==> config.mk <==
export PLATFORM = sky130hd
export DESIGN_NAME = mstat_top
export DESIGN_NICKNAME = d
export VERILOG_FILES = /design/src/rtl/mstat_pkg.sv /design/src/rtl/mstat_movavg.sv /design/src/rtl/mstat_blkavg.sv /design/src/rtl/mstat_extrema.sv /design/src/rtl/mstat_energy.sv /design/src/rtl/mstat_top.sv
export SDC_FILE = /design/constraint.sdc
export NUM_CORES = 2
export LEC_CHECK = 0
export ABC_CLOCK_PERIOD_IN_PS = 13400
export BUFFER_PORTS_ARGS = -buffer_cell sky130_fd_sc_hd__clkbuf_2
export CORE_MARGIN = 2
export CORE_UTILIZATION = 44
export CTS_BUF_LIST = sky130_fd_sc_hd__clkbuf_16
export DETAILED_ROUTE_END_ITERATION = 10
export PLACE_DENSITY_LB_ADDON = 0.2
export REMOVE_ABC_BUFFERS = 1
export SLEW_MARGIN = 30
export SYNTH_ARGS = -nofsm -noshare
export SYNTH_HDL_FRONTEND = slang
export SYNTH_SLANG_ARGS = --single-unit
==> constraint.sdc <==
create_clock -name clk -period 13.4 [get_ports clk]
set_clock_uncertainty 0.1 [all_clocks]
set_input_delay 1.34 -clock clk [delete_from_list [all_inputs] [get_ports clk]]
set_output_delay 1.34 -clock clk [all_outputs]
set_load 0.03 [all_outputs]
==> src/rtl/mstat_pkg.sv <==
package mstat_pkg;
  typedef enum logic [1:0] {
    OVF_WRAP      = 2'd0,
    OVF_SAT       = 2'd1,
    OVF_WRAP_FLAG = 2'd2,
    OVF_WRAP_ALT  = 2'd3
  } ovf_mode_e;

  // True when the policy raises the sticky roll-over flag.
  function automatic logic flags_roll(input ovf_mode_e m);
    return (m == OVF_WRAP_FLAG) || (m == OVF_WRAP_ALT);
  endfunction
endpackage

==> src/rtl/mstat_movavg.sv <==
module mstat_movavg #(
  parameter int DW     = 16,
  parameter int MAXLOG = 6,
  parameter int WW     = 3
) (
  input  logic                 clk,
  input  logic                 rst_n,
  input  logic                 upd,
  input  logic signed [DW-1:0] smp,
  input  logic [WW-1:0]        win,
  output logic signed [DW-1:0] avg
);
  localparam int HW = 1 << MAXLOG;
  localparam int SW = DW + MAXLOG;

  logic signed [DW-1:0] hist [HW];
  logic signed [SW-1:0] sum;
  logic [WW-1:0]        win_q;
  logic [WW-1:0]        win_eff;
  logic                 win_chg;
  logic [MAXLOG-1:0]    tail_idx;
  logic signed [DW-1:0] leaving;

  always_comb begin
    win_eff  = (win > WW'(MAXLOG)) ? WW'(MAXLOG) : win;
    win_chg  = (win_eff != win_q);
    tail_idx = MAXLOG'((32'd1 << win_q) - 32'd1);
    leaving  = hist[tail_idx];
  end

  always_ff @(posedge clk or negedge rst_n) begin
    if (!rst_n) begin
      for (int j = 0; j < HW; j++) hist[j] <= '0;
      sum   <= '0;
      win_q <= '0;
    end else if (win_chg) begin
      for (int j = 1; j < HW; j++) hist[j] <= '0;
      hist[0] <= upd ? smp : '0;
      sum     <= upd ? SW'(smp) : '0;
      win_q   <= win_eff;
    end else if (upd) begin
      for (int j = 1; j < HW; j++) hist[j] <= hist[j-1];
      hist[0] <= smp;
      sum     <= sum + SW'(smp) - SW'(leaving);
    end
  end

  assign avg = DW'(sum >>> win_q);

  // a flush without a sample leaves an empty history
  p_flush_r3: assert property (@(posedge clk) disable iff (!rst_n)
    (win_chg && !upd) |=> (avg == '0));
  // a window of one follows the last accepted sample
  p_win1_r2: assert property (@(posedge clk) disable iff (!rst_n)
    (win_q == '0 && !win_chg && upd) |=> (avg == $past(smp)));
endmodule

==> src/rtl/mstat_blkavg.sv <==
module mstat_blkavg #(
  parameter int DW   = 16,
  parameter int BLOG = 3
) (
  input  logic                 clk,
  input  logic                 rst_n,
  input  logic                 upd,
  input  logic signed [DW-1:0] smp,
  output logic                 first,
  output logic signed [DW-1:0] avg,
  output logic                 vld
);
  localparam int SW = DW + BLOG;

  logic [BLOG-1:0]      cnt;
  logic signed [SW-1:0] acc;
  logic signed [SW-1:0] acc_nxt;
  logic                 last;

  always_comb begin
    acc_nxt = acc + SW'(smp);
    last    = (cnt == {BLOG{1'b1}});
    first   = (cnt == '0);
  end

  always_ff @(posedge clk or negedge rst_n) begin
    if (!rst_n) begin
      cnt <= '0;
      acc <= '0;
      avg <= '0;
      vld <= 1'b0;
    end else begin
      vld <= 1'b0;
      if (upd) begin
        cnt <= cnt + 1'b1;
        if (last) begin
          avg <= DW'(acc_nxt >>> BLOG);
          vld <= 1'b1;
          acc <= '0;
        end else begin
          acc <= acc_nxt;
        end
      end
    end
  end

  // the result strobe lasts one cycle
  p_blk_pulse_r4: assert property (@(posedge clk) disable iff (!rst_n)
    vld |=> !vld);
  // a result follows an accepted sample
  p_blk_src_r4: assert property (@(posedge clk) disable iff (!rst_n)
    vld |-> $past(upd));
endmodule

==> src/rtl/mstat_extrema.sv <==
module mstat_extrema #(
  parameter int DW = 16
) (
  input  logic                 clk,
  input  logic                 rst_n,
  input  logic                 upd,
  input  logic signed [DW-1:0] smp,
  input  logic                 hold,
  input  logic                 rd,
  input  logic                 first,
  output logic [DW-1:0]        pk,
  output logic signed [DW-1:0] mn,
  output logic signed [DW-1:0] mx
);
  localparam logic signed [DW-1:0] TOP = {1'b0, {(DW-1){1'b1}}};
  localparam logic signed [DW-1:0] BOT = {1'b1, {(DW-1){1'b0}}};

  function automatic logic [DW-1:0] mag(input logic signed [DW-1:0] s);
    return s[DW-1] ? DW'(-s) : DW'(s);
  endfunction

  logic          rearm;
  logic [DW-1:0] smp_mag;

  always_comb begin
    rearm   = hold ? rd : (upd && first);
    smp_mag = mag(smp);
  end

  always_ff @(posedge clk or negedge rst_n) begin
    if (!rst_n) begin
      pk <= '0;
      mn <= TOP;
      mx <= BOT;
    end else if (rearm) begin
      pk <= upd ? smp_mag : '0;
      mn <= upd ? smp : TOP;
      mx <= upd ? smp : BOT;
    end else if (upd) begin
      if (smp_mag > pk) pk <= smp_mag;
      if (smp < mn)     mn <= smp;
      if (smp > mx)     mx <= smp;
    end
  end

  // after any accepted sample the range is ordered
  p_order_r5: assert property (@(posedge clk) disable iff (!rst_n)
    upd |=> (mx >= mn));
  // a read without a sample returns the block to reset codes
  p_rdclr_r5: assert property (@(posedge clk) disable iff (!rst_n)
    (hold && rd && !upd) |=> (pk == '0 && mn == TOP && mx == BOT));
  // in continuous mode a read alone changes nothing
  p_rdign_r6: assert property (@(posedge clk) disable iff (!rst_n)
    (!hold && rd && !upd) |=> ($stable(pk) && $stable(mn) && $stable(mx)));
endmodule

==> src/rtl/mstat_energy.sv <==
module mstat_energy
  import mstat_pkg::*;
#(
  parameter int DW = 16,
  parameter int EW = 32
) (
  input  logic                 clk,
  input  logic                 rst_n,
  input  logic                 upd,
  input  logic signed [DW-1:0] cur,
  input  logic signed [DW-1:0] volt,
  input  logic                 sqr,
  input  logic [DW-1:0]        res,
  input  logic [1:0]           mode,
  input  logic                 clr,
  output logic signed [EW-1:0] energy,
  output logic                 roll
);
  localparam int TW = 2 * DW + 1;
  localparam int SW = ((EW > TW) ? EW : TW) + 1;
  localparam logic signed [SW-1:0] EMAX = {{(SW-EW+1){1'b0}}, {(EW-1){1'b1}}};
  localparam logic signed [SW-1:0] EMIN = ~EMAX;

  function automatic logic signed [TW-1:0] calc_term(
    input logic signed [DW-1:0] c,
    input logic signed [DW-1:0] v,
    input logic                 sq,
    input logic [DW-1:0]        r
  );
    logic signed [2*DW-1:0] pv;
    logic signed [2*DW-1:0] ii;
    logic [2*DW-1:0]        sp;
    pv = c * v;
    ii = c * c;
    sp = {{DW{1'b0}}, ii[2*DW-1:DW]} * {{DW{1'b0}}, r};
    return sq ? $signed({1'b0, sp}) : $signed({pv[2*DW-1], pv});
  endfunction

  ovf_mode_e            pol;
  logic signed [TW-1:0] term;
  logic signed [SW-1:0] nxt;
  logic                 ovf;
  logic signed [EW-1:0] clamped;

  always_comb begin
    pol     = ovf_mode_e'(mode);
    term    = calc_term(cur, volt, sqr, res);
    nxt     = {{(SW-EW){energy[EW-1]}}, energy} + {{(SW-TW){term[TW-1]}}, term};
    ovf     = (nxt > EMAX) || (nxt < EMIN);
    clamped = nxt[SW-1] ? EW'(EMIN) : EW'(EMAX);
  end

  always_ff @(posedge clk or negedge rst_n) begin
    if (!rst_n) begin
      energy <= '0;
      roll   <= 1'b0;
    end else begin
      if (upd) energy <= (ovf && pol == OVF_SAT) ? clamped : EW'(nxt);
      if (upd && ovf && flags_roll(pol)) roll <= 1'b1;
      else if (clr)                      roll <= 1'b0;
    end
  end

  // a saturated sum stays at full scale under non-negative terms
  p_sat_hold_r9: assert property (@(posedge clk) disable iff (!rst_n)
    (upd && pol == OVF_SAT && energy == EW'(EMAX) && term >= 0)
      |=> (energy == EW'(EMAX)));
  // only a flagging policy can raise the roll-over flag
  p_roll_src_r10: assert property (@(posedge clk) disable iff (!rst_n)
    $rose(roll) |-> $past(mode[1]));
  // wrap mode never raises the flag
  p_wrap_quiet_r8: assert property (@(posedge clk) disable iff (!rst_n)
    (pol == OVF_WRAP && !roll) |=> !roll);
endmodule

==> src/rtl/mstat_top.sv <==
module mstat_top #(
  parameter  int DW           = 16,
  parameter  int EW           = 32,
  parameter  int MAX_WIN_LOG2 = 6,
  parameter  int BLK_LOG2     = 3,
  localparam int WIN_W        = $clog2(MAX_WIN_LOG2 + 1)
) (
  input  logic                 clk,
  input  logic                 rst_n,
  input  logic                 smp_vld,
  input  logic signed [DW-1:0] smp_cur,
  input  logic signed [DW-1:0] smp_volt,
  input  logic                 freeze,
  input  logic [WIN_W-1:0]     cfg_win,
  input  logic                 cfg_hold,
  input  logic [1:0]           cfg_ovf,
  input  logic                 cfg_sqr,
  input  logic [DW-1:0]        cfg_res,
  input  logic                 rd_stats,
  input  logic                 clr_roll,
  output logic signed [DW-1:0] mov_avg,
  output logic signed [DW-1:0] blk_avg,
  output logic                 blk_vld,
  output logic [DW-1:0]        pk_abs,
  output logic signed [DW-1:0] min_cur,
  output logic signed [DW-1:0] max_cur,
  output logic signed [EW-1:0] energy,
  output logic                 roll_flag
);
  logic upd;
  logic blk_first;

  assign upd = smp_vld && !freeze;

  mstat_movavg #(.DW(DW), .MAXLOG(MAX_WIN_LOG2), .WW(WIN_W)) i_mov (
    .clk(clk), .rst_n(rst_n), .upd(upd), .smp(smp_cur), .win(cfg_win), .avg(mov_avg)
  );

  mstat_blkavg #(.DW(DW), .BLOG(BLK_LOG2)) i_blk (
    .clk(clk), .rst_n(rst_n), .upd(upd), .smp(smp_cur),
    .first(blk_first), .avg(blk_avg), .vld(blk_vld)
  );

  mstat_extrema #(.DW(DW)) i_ext (
    .clk(clk), .rst_n(rst_n), .upd(upd), .smp(smp_cur), .hold(cfg_hold),
    .rd(rd_stats), .first(blk_first), .pk(pk_abs), .mn(min_cur), .mx(max_cur)
  );

  mstat_energy #(.DW(DW), .EW(EW)) i_nrg (
    .clk(clk), .rst_n(rst_n), .upd(upd), .cur(smp_cur), .volt(smp_volt),
    .sqr(cfg_sqr), .res(cfg_res), .mode(cfg_ovf), .clr(clr_roll),
    .energy(energy), .roll(roll_flag)
  );

  // frozen edges leave the energy sum untouched
  p_freeze_nrg_r11: assert property (@(posedge clk) disable iff (!rst_n)
    freeze |=> $stable(energy));
  // frozen edges never complete a block
  p_freeze_blk_r11: assert property (@(posedge clk) disable iff (!rst_n)
    freeze |=> !blk_vld);
endmodule

# After elaboration in Yosys (flattened, before gate mapping)
# Cells that the tools add are included.
# W data, S select, Z words.
[totals] out_inout_bits=114 input_bits=61 word_cells=151 reg_bits=1169
[classes] n_reduce_logical=19 addsub=7 eq_ne=5 n_shift=2 n_bitwise=1 mul=3 order_cmp=7 n_mux=32
[op_table] operator="$mux W1024" count=2
[op_table] operator="$mux W16" count=16
[op_table] operator="$bmux W16 S6" count=1
[op_table] operator="$mul A16 B16 Y32" count=3
[op_table] operator="$mux W22" count=3
[op_table] operator="$mux W32" count=2
[op_table] operator="$add A32 B33 Y34" count=1
[op_table] operator="$gt A34 B32 Y1 const B" count=1
[op_table] operator="$lt A34 B32 Y1 const B" count=1
[op_table] operator="$mux W33" count=1
[op_table] operator="$gt A16 B16 Y1" count=2
[op_table] operator="$add A22 B16 Y22" count=1
[op_table] operator="$sshr A22 B3 Y16" count=1
[op_table] operator="$sub A22 B16 Y22" count=1
[op_table] operator="$add A19 B16 Y19" count=1
[op_table] operator="$mux W19" count=1
[op_table] operator="$lt A16 B16 Y1" count=1
[op_table] operator="$neg A16 Y16" count=1
[op_table] operator="$reduce_bool A2 Y1" count=6
[op_table] operator="$reduce_and A2 Y1" count=4
[op_table] operator="$ge A7 B7 Y1 const B" count=1
[op_table] operator="$not A6 Y7" count=1
[op_table] operator="$shl A1 B3 Y6 const A" count=1
[op_table] operator="$sub A6 B1 Y6 const B" count=1
[op_table] operator="12 further kinds" count=22

# Logic depth before layout (Yosys ltp)
[logic_depth] word_depth=9 ltp_mapped=66 depth_no_buf=62

# By module
# From an unflattened synthesis, not the netlist that was laid out.
[unflattened] hier_cells=8568 area_unflattened_um2=86932.1
[by_module_without_submodules] mod="mstat_movavg" cells_per_inst=4392 area_per_inst_um2=49511.2 instances=1
[by_module_without_submodules] mod="mstat_energy" cells_per_inst=3536 area_per_inst_um2=31258.7 instances=1
[by_module_without_submodules] mod="mstat_extrema" cells_per_inst=352 area_per_inst_um2=3474.6 instances=1
[by_module_without_submodules] mod="mstat_blkavg" cells_per_inst=287 area_per_inst_um2=2673.8 instances=1
[by_module_without_submodules] mod="mstat_top" cells_per_inst=1 area_per_inst_um2=13.8 instances=1

# Worst setup path after synthesis
# OpenSTA, ideal clock, no wires.
[synth_timing] path_kind="input to register" startpoint="in smp_cur[15]" endpoint="reg i_nrg.energy[15]" t_arrival_ps=15896 path_buffers=4 setup_slack_ps=-2720 path_stages=55 required_time_ps=13176 path_cell_list="clkbuf_1 clkinv_1 clkbuf_1 nor2_1 fa_1 inv_1 fa_1 inv_1 fa_1 fa_1 fa_1 inv_1 fa_1 inv_1 ha_1 inv_1 o21ai_0 a31o_2 (+19 left out) or3_1 and2_1 a211oi_1 nor3_1 a2111oi_0 nor3_1 a211o_1 ha_1 a21oi_1 nand4b_1 a211o_1 a311oi_4 o21ai_2 a2111oi_2 a41oi_2 buf_4 o21ai_0 a21oi_1"
[synth_between] elab_chain_len=8 word_cells_on_any_way=11 cone_classes="1 x add/sub; 3 x mul; 2 x order compare; 3 x mux; 2 x reduce/logical"
[synth_lines] element="from (decl)" line="mstat_top.sv:11" rtl="input logic signed [DW-1:0] smp_cur,"
[synth_lines] element="$mul A16 B16 Y32" line="mstat_energy.sv:34" rtl="ii = c * c;"
[synth_lines] element="$mul A16 B16 Y32" line="mstat_energy.sv:35" rtl="sp = {{DW{1'b0}}, ii[2*DW-1:DW]} * {{DW{1'b0}}, r};"
[synth_lines] element="$mux W33 (*)" line="mstat_energy.sv:36" rtl="return sq ? $signed({1'b0, sp}) : $signed({pv[2*DW-1], pv});"
[synth_lines] element="$add A32 B33 Y34 (*)" line="mstat_energy.sv:48" rtl="nxt = {{(SW-EW){energy[EW-1]}}, energy} + {{(SW-TW){term[TW-1]}}, term};"
[synth_lines] element="$gt A34 B32 Y1 or $lt A34 B32 Y1 (tied branches)" line="mstat_energy.sv:49" rtl="ovf = (nxt > EMAX) || (nxt < EMIN);"
[synth_lines] element="$logic_or A1 B1 Y1" line="mstat_energy.sv:49"
[synth_lines] element="$logic_and A1 B1 Y1" line="mstat_energy.sv:58" rtl="if (upd) energy <= (ovf && pol == OVF_SAT) ? clamped : EW'(nxt);"
[synth_lines] element="$mux W32 (*)" line="mstat_energy.sv:58"
[synth_lines] element="to (signal assigned)" line="mstat_energy.sv:58"
[synth_lines] element="to (decl)" line="mstat_energy.sv:16" rtl="output logic signed [EW-1:0] energy,"
# Every way passes the cells marked *; elsewhere a longest branch is shown, timed or not.
# A chain may end at the register's enable or synchronous reset.

# Final worst setup path
[layout_timing] startpoint="in smp_cur[7]" endpoint="reg i_nrg.energy[10]"
# Same word-level chain as after synthesis.

==> implementation parameters <==
Parameter                              Value

Synthesis
  Post-synth EDFFs    0
  #FFs+latches synth    approximately 1.2k
  Share of synthesized registers carrying an async set or reset    1.00
  Fraction of the yosys area taken by sequential cells    0.348
  Cell count after synthesis    9307
  Area of the mapped netlist    ~84000 um^2
  Count of warnings emitted by yosys    0
  Post-synthesis average cell area    9.05 um^2
  Most used flip-flop cell after synthesis    dfrtp_1
  Number of unique standard cell types used by synthesis    85

Global routing
  Maximum number of pins on one net before global-route repair    approximately 220
  Number of global-route vias before repair    ~67k
  Antenna violations before repair    8
  Global-route wire length before repair    around 370 mm
  Gr usage total    0.237
  Overflow after GRT    0

Setup path
  Maximum net fanout on the critical path    8
  CP max stage delay    between 500 and 600 ps
  Library cell contributing the largest single delay on the critical path    fa_1
  WP depth    64
  Endpoint required time on the critical path    13980 ps
  Critical path start-end classification    input pin to flop
  Reg2reg path depth    28
  Most Frequent Cell on Critical Path    fa_1
  Endpoint type of the worst setup path    flop
  Critical path origin    smp_cur[7]
  Reg-to-reg slack, setup    4850 ps
  Reg-to-reg critical path startpoint    i_mov.win_q[1]
  Type of element launching the critical path    input pin
  Worst endpoint data arrival time    between 15000 and 20000 ps
  Worst r2r dst    i_mov.sum[20]
  Endpoint of the most critical setup path    i_nrg.energy[10]
  Top Family by Delay on Critical Path    adder cells
  Buffer and inverter count on the worst path    19

STA
  Count of endpoints failing setup in the final report    33
  Max Clk Rate    between 60 and 70 MHz
  Transition time at the pin with the least slew margin    about 1100 ps
  Final setup slack of the worst path    -1060 ps
  Final critical path time including I/O delays and setup    between 10000 and 15000 ps
  Setup TNS Final    -32470 ps
  Final hold vios    0
  Final cycle utilization of the critical path    1.08
  Max transition margin    0.265
  RSZ-0062 raised after global routing    true
  Slew Limit Fails    0

Die
  Std-Cell Rows    between 150 and 200
  Number of I/O pins    about 180
  DIE AREA    195000 um^2
  Core area    190000 um^2
  Effective utilization at floorplan    0.443
  Die Span Y    441 um
  DIE WIDTH    441 um

Route
  Total number of vias    65.7k
  Count of nets left with antenna violations after detail routing    0
  Routed wire length    about 230 mm
  Remaining DRCs    0
  Mean number of vias per cell    5.37
  Number of design-rule violations left by the first detailed-router iteration    approximately 5.3k
  Detailed-router iteration count before antenna repair    6
  Mean routed wirelength per cell    around 19 um

Final layout
  Fillers    about 18k
  Utilization after layout    0.509
  Fraction of layout cells with a size suffix above 1    0.147
  Multi-input gate area in the final layout    around 50000 um^2
  Net count of the finished layout    approximately 11k
  Relative area change from synthesis to final layout    15.1%
  Combined flip-flop and latch cell area    about 30000 um^2

Clock tree
  CTS Hold Buffers Added    0
  Clock sinks    roughly 1.2k
  Cell at the root of the clock tree    clkbuf_16
  Number of clock buffers inserted by TritonCTS    around 140
  CTS H-tree lvls    4
  Maximum clock path buffer count    3
  Clock tree from TritonCTS    built
  Clock Pin Slew Worst Setup and Hold Paths    ~70 ps
  Worst-Skew Late Latency    790 ps

Status
  Violations in the final reports    setup timing
  Status    finished with violations

Placed design
  Final Wtd Congestion    slightly below 0.9
  Worst-case setup slack after placement    -2750 ps
  I/O Buffers    around 170
  Half-perimeter wire length of the detailed placement result    ~160 mm

Job
  # Max-Cap Violations    0

Hold path
  Worst hold path class    flop to flop
stage by stage:
stage	hold slack, ps	area [um^2]	std cells
after floorplan	343	82000	8731
final	376	96900	12200
after CTS	377	96300	12200
after global routing	386	96900	12200
after detailed placement	364	90200	11900
after global placement	354	90200	11900
cell usage after synthesis (17+ instances only):
cell      count  area share
mux2i_1      35      0.0042
ha_1        405       0.060
inv_1       978       0.044
xor2_1       50      0.0052
mux4_2      193       0.052
a31oi_1      21      0.0016
and3_1       22      0.0016
and2_1      220       0.016
o21bai_1     17      0.0015
nor3_1       53      0.0031
nor2_1      212      0.0094
a21o_1       70      0.0062
o21ai_1      22      0.0013
a21oi_1    1197       0.071
nand3_1      67      0.0040
xnor2_1     123       0.013
a22o_1       37      0.0038
o21ai_0     184       0.011
o211ai_1     25      0.0022
buf_2        22      0.0013
clkbuf_1    524       0.023
dfrtp_1    1153        0.34
nor2b_1      19      0.0014
buf_1        25      0.0011
nand2b_1     25      0.0019
nand2_1    2606        0.12
nand4_1      20      0.0015
fa_1        713        0.17
o21a_1       22      0.0020
a32o_1       19      0.0023
how the worst min path moves through the flow:
stage          cells after the start    startpoint         endpoint
2_1_floorplan                      2  i_blk.acc[0]     i_blk.acc[0]
3_3_place_gp                       2  i_blk.acc[0]     i_blk.acc[0]
3_5_place_dp                       2  i_blk.acc[0]     i_blk.acc[0]
4_1_cts                            2  i_blk.acc[0]     i_blk.acc[0]
5_1_grt                            1         rst_n  i_mov.hist[962]
6_report                           2  i_blk.acc[0]     i_blk.acc[0]
per-layer routing:
layer | part of all wire | up-vias | GRT usage
met2 | 0.48 | 1411 | 0.385
met4 | 0.021 | 6 | 0.0522
met1 | 0.45 | 33400 | 0.340
li1 | - | 30600 | -
met5 | 0.00018 | - | 0
met3 | 0.046 | 273 | 0.0327
worst reg2reg max path: cells and delay by family (launching register included):
| kind | cells | cell delay [ps] |
|---|---|---|
| muxes | 1 | 370 |
| adders and majority gates | 4 | 1110 |
| buffers and inverters | 7 | 2380 |
| xor gates and xnor gates | 2 | 830 |
| AOI/OAI and AO/OA | 11 | 2830 |
| and+or+nand+nor | 3 | 460 |
| DFF | 1 | 380 |
sequential cells by signal, indices dropped and copies added, names as in the netlist, 16 cells and up:
name          count
i_nrg.energy     32
i_blk.avg        16
i_ext.pk         16
i_mov.hist     1024
i_ext.mx         16
i_ext.mn         16
i_mov.sum        22
i_blk.acc        19
timing repair:
item                                   CTS  global route
buffers inserted                        47            26
endpoints found under the hold margin    0             0
gates cloned                             5             1
pin swaps                              119            91
setup endpoints to repair               33            33
resized for setup                      303           128
layout make-up:
cell class,instances,area share
timing repair buffer,754,0.0641
sequential,1169,0.302
multi-input combinational,6572,0.518
inverter,990,0.0388
antenna,4,0.000103
tap,2511,0.0324
clock buffer,139,0.0359
clock inverter,102,0.00819
kinds of logic after synthesis:
| kind of cell | after synthesis | synth area share |
|---|---|---|
| buffers and inverters | 1566 | 0.0703 |
| muxes | 243 | 0.0578 |
| AOI/OAI and AO/OA | 1755 | 0.118 |
| adders and majority gates | 1118 | 0.230 |
| DFF | 1169 | 0.348 |
| xor gates and xnor gates | 174 | 0.0182 |
| and+or+nand+nor | 3282 | 0.159 |
cell usage in the layout, fill, tap and decap left out, types with 17 or more instances in the layout:
| cell | netlist | final |
|---|---|---|
| nor3_1 | 53 | 49 |
| a21o_1 | 70 | 70 |
| a22o_1 | 37 | 37 |
| xor2_1 | 50 | 47 |
| a32o_1 | 19 | 19 |
| nand2_1 | 2606 | 2584 |
| xnor2_1 | 123 | 115 |
| buf_6 | 0 | 56 |
| buf_12 | 0 | 37 |
| fa_2 | 0 | 20 |
| clkinv_1 | 10 | 28 |
| fa_1 | 713 | 693 |
| inv_1 | 978 | 969 |
| a21oi_2 | 0 | 27 |
| clkbuf_16 | 0 | 143 |
| and2_1 | 220 | 208 |
| nand4_1 | 20 | 20 |
| a21oi_1 | 1197 | 1163 |
| ha_1 | 405 | 383 |
| clkinv_2 | 0 | 22 |
| clkbuf_2 | 0 | 157 |
| mux2i_1 | 35 | 35 |
| ha_4 | 0 | 17 |
| nand3_1 | 67 | 67 |
| nand2b_1 | 25 | 23 |
| o21ai_0 | 184 | 169 |
| nor2b_1 | 19 | 18 |
| o211ai_1 | 25 | 25 |
| dfrtp_1 | 1153 | 1151 |
| inv_2 | 2 | 42 |
| and3_1 | 22 | 21 |
| o21a_1 | 22 | 22 |
| mux4_2 | 193 | 193 |
| o21ai_1 | 22 | 28 |
| a31oi_1 | 21 | 18 |
| buf_4 | 5 | 474 |
| nor2_1 | 212 | 186 |
Power is left out: the tool's default activity adds up to more than one toggle a clock period on the data nets, which glitch-free logic cannot reach.
